--- config.mk ---
export PLATFORM = sky130hd
export DESIGN_NAME = bitstream_dram_recorder
export DESIGN_NICKNAME = d
export VERILOG_FILES = /design/src/rtl/bsr_pkg.sv /design/src/rtl/bsr_phase_timer.sv /design/src/rtl/bsr_wrap_counter.sv /design/src/rtl/bsr_strobe_seq.sv /design/src/rtl/bitstream_dram_recorder.sv
export SDC_FILE = /design/constraint.sdc
export NUM_CORES = 1
export LEC_CHECK = 0
export CAP_MARGIN = 20
export CORE_MARGIN = 3
export CORE_UTILIZATION = 35
export DETAILED_ROUTE_END_ITERATION = 8
export DONT_BUFFER_PORTS = 1
export GPL_ROUTABILITY_DRIVEN = 0
export GPL_TIMING_DRIVEN = 0
export SETUP_SLACK_MARGIN = 0.02
export SYNTH_ARGS = -nofsm -noshare
export SYNTH_HDL_FRONTEND = slang
export SYNTH_SLANG_ARGS = --single-unit
--- constraint.sdc ---
create_clock -name clk -period 4.3 [get_ports clk]
set_input_delay 0.86 -clock clk [delete_from_list [all_inputs] [get_ports clk]]
set_output_delay 0.86 -clock clk [all_outputs]
set_load 0.01 [all_outputs]
--- src/rtl/bsr_pkg.sv ---
package bsr_pkg;

   typedef enum logic [3:0] {
      ST_OFF,
      ST_RF_SET,
      ST_RF_LOW,
      ST_RF_END,
      ST_IDLE,
      ST_ROW,
      ST_RAS,
      ST_COL,
      ST_WE,
      ST_CAS,
      ST_DONE
   } seq_state_t;

   typedef enum logic [1:0] {
      BUS_REF,
      BUS_ROW,
      BUS_COL
   } bus_sel_t;

endpackage

--- src/rtl/bsr_phase_timer.sv ---
module bsr_phase_timer #(
   parameter int PHASE_CYC = 2
) (
   input  logic clk,
   input  logic rst_n,
   input  logic run,
   output logic expired
);
   localparam int CW = (PHASE_CYC > 1) ? $clog2(PHASE_CYC) : 1;

   generate
      if (PHASE_CYC == 1) begin : g_single
         assign expired = run;
      end else begin : g_count
         logic [CW-1:0] cnt;
         assign expired = run && (cnt == CW'(PHASE_CYC - 1));
         always_ff @(posedge clk or negedge rst_n) begin
            if (!rst_n) begin
               cnt <= '0;
            end else if (!run || expired) begin
               cnt <= '0;
            end else begin
               cnt <= cnt + CW'(1);
            end
         end
      end
   endgenerate

endmodule

--- src/rtl/bsr_wrap_counter.sv ---
module bsr_wrap_counter #(
   parameter int W = 10
) (
   input  logic         clk,
   input  logic         rst_n,
   input  logic         inc,
   output logic [W-1:0] value,
   output logic         wrap
);
   assign wrap = inc && (&value);

   always_ff @(posedge clk or negedge rst_n) begin
      if (!rst_n) begin
         value <= '0;
      end else if (inc) begin
         value <= value + W'(1);
      end
   end

endmodule

--- src/rtl/bsr_strobe_seq.sv ---
module bsr_strobe_seq
   import bsr_pkg::*;
(
   input  logic     clk,
   input  logic     rst_n,
   input  logic     step_en,
   input  logic     playing,
   input  logic     phase_done,
   output logic     timer_run,
   output logic     ras_n,
   output logic     cas_n,
   output logic     we_n,
   output logic     bus_en,
   output bus_sel_t bus_sel,
   output logic     take_sample,
   output logic     take_q,
   output logic     ref_inc,
   output logic     addr_inc
);
   seq_state_t st, nx;
   logic       init_pend;

   always_comb begin
      nx = st;
      case (st)
         ST_OFF:    nx = ST_RF_SET;
         ST_IDLE:   if (step_en)    nx = ST_RF_SET;
         ST_RF_SET: if (phase_done) nx = ST_RF_LOW;
         ST_RF_LOW: if (phase_done) nx = ST_RF_END;
         ST_RF_END: if (phase_done) nx = init_pend ? ST_IDLE : ST_ROW;
         ST_ROW:    if (phase_done) nx = ST_RAS;
         ST_RAS:    if (phase_done) nx = ST_COL;
         ST_COL:    if (phase_done) nx = playing ? ST_CAS : ST_WE;
         ST_WE:     if (phase_done) nx = ST_CAS;
         ST_CAS:    if (phase_done) nx = ST_DONE;
         ST_DONE:   if (phase_done) nx = ST_IDLE;
         default:   nx = ST_OFF;
      endcase
   end

   always_ff @(posedge clk or negedge rst_n) begin
      if (!rst_n) begin
         st        <= ST_OFF;
         init_pend <= 1'b1;
      end else begin
         st <= nx;
         if (st == ST_RF_END && phase_done) begin
            init_pend <= 1'b0;
         end
      end
   end

   assign timer_run   = (st != ST_OFF) && (st != ST_IDLE);
   assign bus_en      = (st != ST_OFF);
   assign ras_n       = !(st == ST_RF_LOW || st == ST_RAS || st == ST_COL ||
                          st == ST_WE || st == ST_CAS);
   assign cas_n       = (st != ST_CAS);
   assign we_n        = !(!playing && (st == ST_WE || st == ST_CAS));
   assign take_sample = (st == ST_ROW) && phase_done && !playing;
   assign take_q      = (st == ST_CAS) && phase_done && playing;
   assign ref_inc     = (st == ST_RF_END) && phase_done;
   assign addr_inc    = (st == ST_DONE) && phase_done;

   always_comb begin
      case (st)
         ST_ROW, ST_RAS:                 bus_sel = BUS_ROW;
         ST_COL, ST_WE, ST_CAS, ST_DONE: bus_sel = BUS_COL;
         default:                        bus_sel = BUS_REF;
      endcase
   end

endmodule

--- src/rtl/bitstream_dram_recorder.sv ---
module bitstream_dram_recorder
   import bsr_pkg::*;
#(
   parameter int HALF_W    = 10,
   parameter int PHASE_CYC = 2
) (
   input  logic              clk,
   input  logic              rst_n,
   input  logic              step_en,
   input  logic              sample_in,
   output logic [HALF_W-1:0] dram_addr,
   output logic              dram_ras_n,
   output logic              dram_cas_n,
   output logic              dram_we_n,
   output logic              dram_d,
   input  logic              dram_q,
   output logic              bus_en,
   output logic              play_out,
   output logic              playing
);
   localparam int ADDR_W = 2 * HALF_W;

   generate
      if (HALF_W < 1) begin : g_bad_half
         $error("HALF_W must be at least 1");
      end
      if (PHASE_CYC < 1) begin : g_bad_phase
         $error("PHASE_CYC must be at least 1");
      end
   endgenerate

   logic              phase_done, timer_run;
   logic              take_sample, take_q, ref_inc, addr_inc, addr_wrap;
   logic              unused_ref_wrap;
   bus_sel_t          bus_sel;
   logic [ADDR_W-1:0] pos;
   logic [HALF_W-1:0] ref_row;

   bsr_phase_timer #(.PHASE_CYC(PHASE_CYC)) u_timer (
      .clk     (clk),
      .rst_n   (rst_n),
      .run     (timer_run),
      .expired (phase_done)
   );

   bsr_strobe_seq u_seq (
      .clk         (clk),
      .rst_n       (rst_n),
      .step_en     (step_en),
      .playing     (playing),
      .phase_done  (phase_done),
      .timer_run   (timer_run),
      .ras_n       (dram_ras_n),
      .cas_n       (dram_cas_n),
      .we_n        (dram_we_n),
      .bus_en      (bus_en),
      .bus_sel     (bus_sel),
      .take_sample (take_sample),
      .take_q      (take_q),
      .ref_inc     (ref_inc),
      .addr_inc    (addr_inc)
   );

   bsr_wrap_counter #(.W(ADDR_W)) u_pos (
      .clk   (clk),
      .rst_n (rst_n),
      .inc   (addr_inc),
      .value (pos),
      .wrap  (addr_wrap)
   );

   bsr_wrap_counter #(.W(HALF_W)) u_ref (
      .clk   (clk),
      .rst_n (rst_n),
      .inc   (ref_inc),
      .value (ref_row),
      .wrap  (unused_ref_wrap)
   );

   always_comb begin
      case (bus_sel)
         BUS_ROW: dram_addr = pos[ADDR_W-1:HALF_W];
         BUS_COL: dram_addr = pos[HALF_W-1:0];
         default: dram_addr = ref_row;
      endcase
   end

   always_ff @(posedge clk or negedge rst_n) begin
      if (!rst_n) begin
         dram_d   <= 1'b0;
         play_out <= 1'b0;
         playing  <= 1'b0;
      end else begin
         if (take_sample) begin
            dram_d   <= sample_in;
            play_out <= sample_in;
         end else if (take_q) begin
            play_out <= dram_q;
         end
         if (addr_wrap) begin
            playing <= 1'b1;
         end
      end
   end

endmodule

[Word level (Yosys, flattened, before mapping)]
Cells that the tools add are included.
Storage, ports and cells
  register bits: 39
  input port bits: 5
  output and inout bits: 17
Cells by class
  add/sub/neg operators: 3
  equal/unequal tests: 24
  mux-type cells: 18
  reduce and logical (&&, ||, !) cells: 27
Operators with widths (number)
  4-bit case mux with 11 select lines: 1
  4-bit 2-to-1 mux: 10
  20-bit by 1-bit adder with 20-bit output, second input constant: 1
  10-bit case mux with 2 select lines: 1
  20-bit AND reduction: 1
  2-bit by 1-bit != test with 1-bit output, second input constant: 9
  4-bit by 3-bit == test with 1-bit output, second input constant: 4
  4-bit == test, second input constant: 3
  10-bit by 1-bit adder with 10-bit output, second input constant: 1
  1-bit logical AND: 10
  10-bit AND reduction: 1
  4-bit by 2-bit == test with 1-bit output, second input constant: 2
  1-bit logical OR: 6
  1-bit 2-to-1 mux: 5
  4-bit by 1-bit == test with 1-bit output, second input constant: 1
  1-bit logical NOT: 4
  4-bit logical NOT: 1
  4-bit by 3-bit != test with 1-bit output, second input constant: 1
  4-bit != test, second input constant: 1
  2-bit case mux with 2 select lines: 1
  4-bit nonzero test: 1
  4-bit OR reduction: 1
  2-bit by 1-bit == test with 1-bit output, second input constant: 1
  2-bit == test, second input constant: 1
  other kinds (4): 4

[Depth between registers and ports, before layout]
Gate-level depths: netlist of run 1.
  depth in word-level cells: 7
  depth in mapped cells: 8
  mapped depth without buffers: 7

[By module]
A second synthesis of run 1 with hierarchy kept.
Second synthesis, totals
  cells, all modules: 218
  area, all modules: 2269.7 µm²
By module, submodules not included
  bsr_wrap_counter at u_pos: times used 1, cells each 75, area each 910.9 µm², seq. area each 500.5 µm²
  bsr_wrap_counter at u_ref: times used 1, cells each 37, area each 475.5 µm², seq. area each 250.2 µm²
  bitstream_dram_recorder: times used 1, cells each 47, area each 426.7 µm², seq. area each 75.1 µm²
  bsr_strobe_seq: times used 1, cells each 56, area each 415.4 µm², seq. area each 126.4 µm²
  bsr_phase_timer: times used 1, cells each 3, area each 41.3 µm², seq. area each 25.0 µm²

[Worst setup path after synthesis of run 1]
No wires, ideal clock.
  path kind: reg-to-output
  start: register u_seq.st[3]
  end: output port dram_addr[8]
  arrival time: 1.869 ns
  required time: 3.440 ns
  slack: 1.571 ns
  cell stages (with the launch flop): 9
  buffers on the path: 2
  cells stage by stage: dfrtp_1 buf_2 and2b_1 a22o_1 inv_1 ha_1 clkbuf_1 a22oi_1 o21ai_0
Between the ends
  word-level cells in the longest chain between the ends: 5
  elaborated cells on any way between the ends: 12
Ends and longest elaborated chain
  start: declaration: RTL line bsr_strobe_seq.sv:20  | seq_state_t st, nx;
  start signal: assignment: RTL line bsr_strobe_seq.sv:46  | st <= nx;
  4-bit == test or 4-bit by 3-bit == test with 1-bit output (tied branches): RTL line bsr_strobe_seq.sv:65  | case (st)
  4-bit OR reduction or 2-bit OR reduction (tied branches): RTL line bsr_strobe_seq.sv:65
  2-bit case mux with 2 select lines (*): RTL line bsr_strobe_seq.sv:65
  2-bit == test or 2-bit by 1-bit == test with 1-bit output (tied branches): RTL line bitstream_dram_recorder.sv:81  | case (bus_sel)
  10-bit case mux with 2 select lines (*): RTL line bitstream_dram_recorder.sv:81
  end: declaration: RTL line bitstream_dram_recorder.sv:11  | output logic [HALF_W-1:0] dram_addr,
Every way passes the cells marked *; elsewhere a longest branch is shown, timed or not.

[Worst setup path in the final report of run 1]
  start: register u_seq.st[0]
  end: output port dram_addr[1]
Same word-level chain as after synthesis.

==> metrics.txt, run 1 <==
# TYPE chip_impl_metric gauge
chip_impl_info{name="run_status",value="finished clean"} 1
chip_impl_info{name="rsz0062_at_grt",value="no"} 1
chip_impl_metric{name="fillers",unit=""} 591
chip_impl_metric{name="ys_types",unit=""} 38
chip_impl_metric{name="die_width",unit="um"} 83.61
chip_impl_metric{name="cts_sinks",unit=""} 39
chip_impl_metric{name="clockBufferDepth",unit=""} 2
chip_impl_metric{name="yosys.area_share.adder",unit="%"} 2.374
chip_impl_metric{name="detail_route.wirelength",unit="um"} 4351
chip_impl_info{name="global_route.peak_usage_layer",value="met2"} 1
chip_impl_metric{name="top_level_ports",unit=""} 22
chip_impl_info{name="hp-class",value="in -> async"} 1
chip_impl_metric{name="clk-insertion-delay-late",unit="ns"} 0.29
chip_impl_metric{name="cp_data_required_time",unit="ns"} 3.44
chip_impl_metric{name="period_minus_slack",unit="ns"} 3.465
chip_impl_metric{name="yosys_warnings",unit=""} 0
chip_impl_metric{name="max_cap_violations",unit=""} 0
chip_impl_metric{name="worst_slew_margin_relative_to_its_limit",unit="%"} 65.64
chip_impl_metric{name="synth_compound_area_share",unit="%"} 10.80
chip_impl_metric{name="synthMuxAreaShare",unit="%"} 1.543
chip_impl_metric{name="cts_made_buffers",unit=""} 5
chip_impl_info{name="start_kind",value="flop"} 1
chip_impl_metric{name="start_util",unit="%"} 37.15
chip_impl_metric{name="die-height",unit="um"} 83.61
chip_impl_metric{name="route.vias.total",unit=""} 1562
chip_impl_metric{name="hold_viol_final",unit=""} 0
chip_impl_metric{name="asyncSetResetFlopFracSynth",unit="%"} 100.0
chip_impl_metric{name="cellLeakagePower",unit="nW"} 0.9805
chip_impl_metric{name="num_rows",unit=""} 27
chip_impl_metric{name="netlist_area",unit="um2"} 2108
chip_impl_info{name="startpoint",value="u_seq.st[0]$_DFFE_PN0P_"} 1
chip_impl_metric{name="globalRouteMet3Util",unit="%"} 3.653
chip_impl_metric{name="final_design_area_no_fill",unit="um2"} 2286
chip_impl_metric{name="port_buffers",unit=""} 0
chip_impl_metric{name="ys_ff_latch",unit=""} 39
chip_impl_metric{name="area_delta_synth_final",unit="%"} 8.427
chip_impl_metric{name="number_of_flops_mapped_to_enable_cells_by_yosys",unit=""} 0
chip_impl_metric{name="arr_time_crit_path",unit="ns"} 2.60
chip_impl_metric{name="synth_xor_xnor_area_share",unit="%"} 12.46
chip_impl_metric{name="fin_tns_setup",unit="ns"} 0
chip_impl_info{name="yosys.area.top_type",value="dfrtp_1"} 1
chip_impl_metric{name="core_region_area",unit="um2"} 5675
chip_impl_metric{name="synth-simple-area-share",unit="%"} 23.50
chip_impl_metric{name="cts-htree-levels",unit=""} 2
chip_impl_metric{name="maxClockFrequency",unit="GHz"} 0.2886
chip_impl_info{name="critPathKind",value="reg -> out"} 1
chip_impl_metric{name="cts_repair_resize_count",unit=""} 0
chip_impl_info{name="layout_commonest_cell",value="dfrtp_1"} 1
chip_impl_metric{name="maxSlewViolCount",unit=""} 0
chip_impl_metric{name="drc",unit=""} 0
chip_impl_metric{name="clock-skew-final",unit="ns"} 0.005546
chip_impl_metric{name="final-instance-count-excl-fill",unit=""} 292
chip_impl_info{name="worst_r2r_startpoint",value="u_seq.st[1]$_DFFE_PN0P_"} 1
chip_impl_info{name="cts_tree",value="done"} 1
chip_impl_metric{name="clkTransAtPathRegs",unit="ns"} 0.08
chip_impl_info{name="synth_area_leaders",value="dfrtp_1, xnor2_1, nand2_1"} 1
chip_impl_metric{name="grt_start_max_net_pins",unit=""} 40
chip_impl_metric{name="placement.cell_area",unit="um2"} 2198
chip_impl_info{name="synth_top_family_by_area",value="simple AND/OR/NAND/NOR gates"} 1
chip_impl_info{name="synth_flop_cell",value="dfrtp_1"} 1
chip_impl_metric{name="tightestPinTransition",unit="ns"} 0.5111
chip_impl_metric{name="worst-r2r-cell-count",unit=""} 3
chip_impl_metric{name="synth_sequential_area_ratio",unit="%"} 46.35
chip_impl_metric{name="setup_violations",unit=""} 0
chip_impl_metric{name="antenna_found_initial",unit=""} 0
chip_impl_metric{name="first_iter_violations",unit=""} 83
chip_impl_metric{name="die_area",unit="um2"} 6991
chip_impl_metric{name="cts_hold_buffers",unit=""} 0
chip_impl_metric{name="via_per_inst",unit=""} 5.349
chip_impl_metric{name="antenna_cells_inserted",unit=""} 0
chip_impl_metric{name="final_antenna_net_count",unit=""} 0
chip_impl_metric{name="met1_usage",unit="%"} 18.25
chip_impl_metric{name="power.ir.vdd_worst",unit="mV"} 0.3036
chip_impl_metric{name="synth_cells",unit=""} 213
chip_impl_metric{name="final_min_period_over_clock_period",unit="%"} 80.58
chip_impl_metric{name="grt.overflow.total",unit=""} 0
chip_impl_metric{name="grt_pass1_vias",unit=""} 1527
chip_impl_metric{name="finalHoldWorstSlack",unit="ns"} 0.2568
chip_impl_metric{name="estimated_wirelength_of_the_detail_placed_design",unit="um"} 3121
chip_impl_metric{name="post_drt_wl_per_cell",unit="um"} 14.90
chip_impl_metric{name="global_route_wire_length_before_repair",unit="um"} 7465
chip_impl_info{name="clock-root-buffer",value="clkbuf_8"} 1
chip_impl_metric{name="number_of_post_cts_setup_repair_buffers",unit=""} 0
chip_impl_info{name="cp-end-kind",value="primary output"} 1
chip_impl_metric{name="grt.met2_usage",unit="%"} 19.67
chip_impl_metric{name="critical_path.max_fanout",unit=""} 10
chip_impl_metric{name="nets",unit=""} 229
chip_impl_metric{name="drt-pass1-iter-count",unit=""} 4
chip_impl_metric{name="global_route.usage.total",unit="%"} 13.01
chip_impl_metric{name="power_density",unit="nW/um2"} 551.3
chip_impl_metric{name="synth.top_cell.area_share",unit="%"} 45.10
chip_impl_metric{name="place_inst",unit=""} 285
chip_impl_metric{name="total_power",unit="mW"} 1.260
chip_impl_metric{name="post_synthesis_area_per_instance",unit="um2"} 9.898
chip_impl_info{name="mostFrequentLayoutCells",value="dfrtp_1, nand2_1, xnor2_1, nand4_1, o21ai_0"} 1
chip_impl_metric{name="synthesis.nets",unit=""} 222
chip_impl_metric{name="layout-drive-gt1-share",unit="%"} 9.091
[stage by stage]
stage / setup WS (ns) / utilization (%)
after floorplan: 1.571 / -
after global placement: 1.167 / 38.73
after detailed placement: 1.162 / 38.73
after CTS: 0.8403 / 40.28
after global routing: 0.6443 / 40.28
final: 0.8351 / 40.28
[layer usage]
| layer | routed length [um] | vias to the layer above |
|---|---|---|
| met1 | 2147 | 757 |
| met3 | 170 | 7 |
| li1 | - | 769 |
| met4 | 51 | 0 |
| met5 | 0 | - |
| met2 | 1983 | 29 |
[logic make-up (layout without fill, tap and decap cells)]
logic type | Yosys count | after routing
AO/OA/AOI/OAI | 35 | 35
XOR/XNOR | 30 | 30
adder cells (fa/ha/maj) | 4 | 4
buffers and inverters | 15 | 22
flip-flops | 39 | 39
multiplexers | 3 | 3
AND/OR/NAND/NOR | 87 | 87
[layout make-up]
class | count | area (um2) | area share [%]
Buffer | 10 | 43.79 | 1.916
Sequential cell | 39 | 977.2 | 42.75
Tap cell | 72 | 90.09 | 3.941
Inverter | 5 | 18.77 | 0.8210
Clock buffer | 6 | 82.58 | 3.612
Multi-Input combinational cell | 159 | 1069 | 46.74
Clock inverter | 1 | 5.005 | 0.2189
[where the power goes]
| part | internal [mW] | total (mW) | leakage (nW) | switching (mW) |
|---|---|---|---|---|
| combinational | 0.184 | 0.508 | 0.417 | 0.324 |
| sequential | 0.426 | 0.503 | 0.516 | 0.0770 |
| clock | 0.126 | 0.249 | 0.0470 | 0.123 |
[synthesized netlist by cell type (2+ instances only)]
master,number
xnor2_1,24
buf_2,5
nor3_4,2
o21ai_0,13
dfrtp_1,38
mux2_2,2
and3_1,6
nand2_1,30
a21oi_1,3
a22oi_1,10
xor2_1,6
clkbuf_1,5
nand3_1,10
o22ai_1,2
nor3_1,2
nand2b_1,2
ha_1,4
inv_1,5
nand4_1,15
nor2b_1,6
nor2_1,6
[registers in the layout, summed over array words and instances, names as in the netlist]
signal               flops
dram_d                   1
u_seq.init_pend          1
u_seq.st                 4
u_timer.g_count.cnt      1
play_out                 1
u_ref.value             10
playing                  1
u_pos.value             20
[critical path, cell delays in order, from the launching register on]
cell and delay (ns):
dfrtp_1 0.42, buf_2 0.23, nor2b_1 0.29, o21ai_0 0.23
inv_1 0.10, ha_1 0.14, clkbuf_1 0.35, a22oi_1 0.17
o21ai_0 0.39
[worst paths after layout]
check | endpoint | slack [ns]
worst max register to register | u_ref.value[1]$_DFFE_PN0P_ | 2.63
worst max-delay path | dram_addr[1] | 0.84
min in group clk | u_ref.value[9]$_DFFE_PN0P_ | 0.48
max in group asynchronous | u_seq.init_pend$_DFFE_PN1P_ | 3.86
worst min register to register | u_ref.value[9]$_DFFE_PN0P_ | 0.48
worst min-delay path | u_pos.value[5]$_DFFE_PN0P_ | 0.26
No activity file was read; power rests on OpenSTA's default activity.
==> inputs of run 2 (changes only) <==
- clock period: 4.3 -> 3.5 ns (I/O delays scaled with it)
==> metrics.txt, run 2 (synthesis results as in run 1) <==
# TYPE chip_impl_metric gauge
chip_impl_info{name="rsz0062_at_grt",value="no"} 1
chip_impl_metric{name="die_width",unit="um"} 83.61
chip_impl_info{name="start_kind",value="flop"} 1
chip_impl_metric{name="clkTransAtPathRegs",unit="ns"} 0.08
chip_impl_info{name="layout_commonest_cell",value="dfrtp_1"} 1
chip_impl_metric{name="cts_repair_resize_count",unit=""} 0
chip_impl_metric{name="die_area",unit="um2"} 6991
chip_impl_metric{name="global_route_wire_length_before_repair",unit="um"} 7465
chip_impl_metric{name="final_antenna_net_count",unit=""} 0
chip_impl_info{name="critical-path-top-delay-family",value="compound AO/OA/AOI/OAI gates"} 1
chip_impl_metric{name="cts_hold_buffers",unit=""} 0
chip_impl_metric{name="top_level_ports",unit=""} 22
chip_impl_metric{name="cp.depth",unit=""} 8
chip_impl_metric{name="core_region_area",unit="um2"} 5675
chip_impl_metric{name="cts_made_buffers",unit=""} 5
chip_impl_info{name="critical-path-slowest-cell",value="dfrtp_1"} 1
chip_impl_metric{name="antenna_found_initial",unit=""} 0
chip_impl_metric{name="number_of_post_cts_setup_repair_buffers",unit=""} 0
chip_impl_info{name="critPathKind",value="reg -> out"} 1
chip_impl_metric{name="pre_cts_ws",unit="ns"} 0.5220
chip_impl_metric{name="globalRouteMet3Util",unit="%"} 3.653
chip_impl_metric{name="max_cap_violations",unit=""} 0
chip_impl_metric{name="fin_tns_setup",unit="ns"} 0
chip_impl_metric{name="detail_route.wirelength",unit="um"} 4342
chip_impl_metric{name="maxSlewViolCount",unit=""} 0
chip_impl_metric{name="arr_time_crit_path",unit="ns"} 2.59
chip_impl_metric{name="setup_violations",unit=""} 0
chip_impl_metric{name="total_power",unit="mW"} 1.551
chip_impl_metric{name="final_min_period_over_clock_period",unit="%"} 94.04
chip_impl_metric{name="place_inst",unit=""} 285
chip_impl_metric{name="met1_usage",unit="%"} 18.25
chip_impl_metric{name="first_iter_violations",unit=""} 91
chip_impl_metric{name="estimated_wirelength_of_the_detail_placed_design",unit="um"} 3121
chip_impl_metric{name="via_per_inst",unit=""} 5.370
chip_impl_metric{name="start_util",unit="%"} 37.15
chip_impl_info{name="run_status",value="finished clean"} 1
chip_impl_metric{name="antenna_cells_inserted",unit=""} 0
chip_impl_metric{name="cp_data_required_time",unit="ns"} 2.80
chip_impl_info{name="critical_path.most_common_cell",value="o21ai_0"} 1
chip_impl_info{name="global_route.peak_usage_layer",value="met2"} 1
chip_impl_info{name="startpoint",value="u_seq.st[0]$_DFFE_PN0P_"} 1
chip_impl_metric{name="cpPeakStageDelay",unit="ns"} 0.42
chip_impl_metric{name="worst-r2r-cell-count",unit=""} 3
chip_impl_metric{name="clk-insertion-delay-late",unit="ns"} 0.29
chip_impl_metric{name="route.vias.total",unit=""} 1568
chip_impl_metric{name="cts_sinks",unit=""} 39
chip_impl_metric{name="grt_pass1_vias",unit=""} 1527
chip_impl_metric{name="timing.final.ws_setup",unit="ns"} 0.2085
chip_impl_metric{name="layout-drive-gt1-share",unit="%"} 9.091
chip_impl_info{name="mostFrequentLayoutCells",value="dfrtp_1, nand2_1, xnor2_1, nand4_1"} 1
chip_impl_metric{name="tightestPinTransition",unit="ns"} 0.5110
chip_impl_metric{name="cts-htree-levels",unit=""} 2
chip_impl_metric{name="grt.met2_usage",unit="%"} 19.67
chip_impl_info{name="hp-class",value="in -> async"} 1
chip_impl_info{name="layout_top_registers",value="u_pos.value (20), u_ref.value (10), u_seq.st (4)"} 1
chip_impl_metric{name="grt.overflow.total",unit=""} 0
chip_impl_metric{name="hold_viol_final",unit=""} 0
chip_impl_info{name="cell_chain_of_the_critical_path",value="buf_2 > nor2b_1 > o21ai_0 > inv_1 > ha_1 > clkbuf_1 > a22oi_1 > o21ai_0"} 1
chip_impl_info{name="cp-end-kind",value="primary output"} 1
chip_impl_metric{name="area_delta_synth_final",unit="%"} 8.427
chip_impl_metric{name="fillers",unit=""} 591
chip_impl_metric{name="critical_path.max_fanout",unit=""} 10
chip_impl_metric{name="post_drt_wl_per_cell",unit="um"} 14.87
chip_impl_metric{name="drc",unit=""} 0
chip_impl_metric{name="crit_buf_inv",unit=""} 3
chip_impl_metric{name="global_route.usage.total",unit="%"} 13.01
chip_impl_metric{name="worst_slew_margin_relative_to_its_limit",unit="%"} 65.65
chip_impl_metric{name="num_rows",unit=""} 27
chip_impl_metric{name="nets",unit=""} 229
chip_impl_metric{name="period_minus_slack",unit="ns"} 3.292
chip_impl_metric{name="drt-pass1-iter-count",unit=""} 4
chip_impl_metric{name="clockBufferDepth",unit=""} 2
chip_impl_info{name="worst_r2r_startpoint",value="u_seq.st[1]$_DFFE_PN0P_"} 1
chip_impl_metric{name="flip_flop_count_of_the_largest_register_all_copies_and_words_added",unit=""} 20
chip_impl_metric{name="power.ir.vdd_worst",unit="mV"} 0.3736
chip_impl_metric{name="clock-skew-final",unit="ns"} 0.005385
chip_impl_metric{name="cellLeakagePower",unit="nW"} 0.9797
chip_impl_metric{name="grt_start_max_net_pins",unit=""} 40
chip_impl_metric{name="port_buffers",unit=""} 0
chip_impl_info{name="cts_tree",value="done"} 1
chip_impl_info{name="clock-root-buffer",value="clkbuf_8"} 1
chip_impl_metric{name="final-instance-count-excl-fill",unit=""} 292
chip_impl_info{name="reg_with_most_ffs",value="u_pos.value"} 1
chip_impl_metric{name="maxClockFrequency",unit="GHz"} 0.3038
chip_impl_metric{name="power_density",unit="nW/um2"} 678.3
chip_impl_metric{name="die-height",unit="um"} 83.61
==> run 2: cell count changes in the layout (fill, tap and decap cells not counted) <==
cell	before	now
o21ai_1	0	3
o21ai_0	13	10
==> run 2: final cells by class <==
type	instances	area, um2	share of cell area, %
plain buffers	10	43.79	1.916
clock buffers	6	82.58	3.612
clock inverters	1	5.005	0.2189
inverters	5	18.77	0.8210
multi-input cells	159	1069	46.74
flip-flops and latches	39	977.2	42.75
well taps	72	90.09	3.941
==> run 2: where the power goes <==
part | leakage [nW] | internal, mW | switching, mW
Combinational | 0.417 | 0.227 | 0.399
Clock | 0.0470 | 0.155 | 0.151
Sequential | 0.516 | 0.524 | 0.0944
==> run 2: worst register-to-register path, delay by kind of cell (launching register included) <==
family	cells	cell delay (ns)
and+or+nand+nor	2	0.68
muxes	1	0.39
DFF	1	0.50
==> run 2: path summary, 6_finish.rpt <==
path / to / slack (ns)
min in group clk: u_ref.value[9]$_DFFE_PN0P_ / 0.48
min: u_pos.value[5]$_DFFE_PN0P_ / 0.1
min reg2reg: u_ref.value[9]$_DFFE_PN0P_ / 0.48
max in group asynchronous: u_seq.init_pend$_DFFE_PN1P_ / 3.22
max reg2reg: u_ref.value[1]$_DFFE_PN0P_ / 1.83
max: dram_addr[0] / 0.21
==> run 2: per-stage QoR <==
step | instance area, um2 | util (%) | hold slack (ns)
2_1_floorplan | 2108 | - | 0.4044
3_3_place_gp | 2198 | 38.73 | 0.4057
3_5_place_dp | 2198 | 38.73 | 0.4058
4_1_cts | 2286 | 40.28 | 0.08788
5_1_grt | 2286 | 40.28 | 0.07385
6_report | 2286 | 40.28 | 0.09707
==> run 2: metal layers <==
metal | share of wire [%] | vias up
met5 | 0 | -
met4 | 1.2 | 0
met3 | 4.2 | 7
met2 | 46 | 31
met1 | 49 | 762
li1 | - | 768
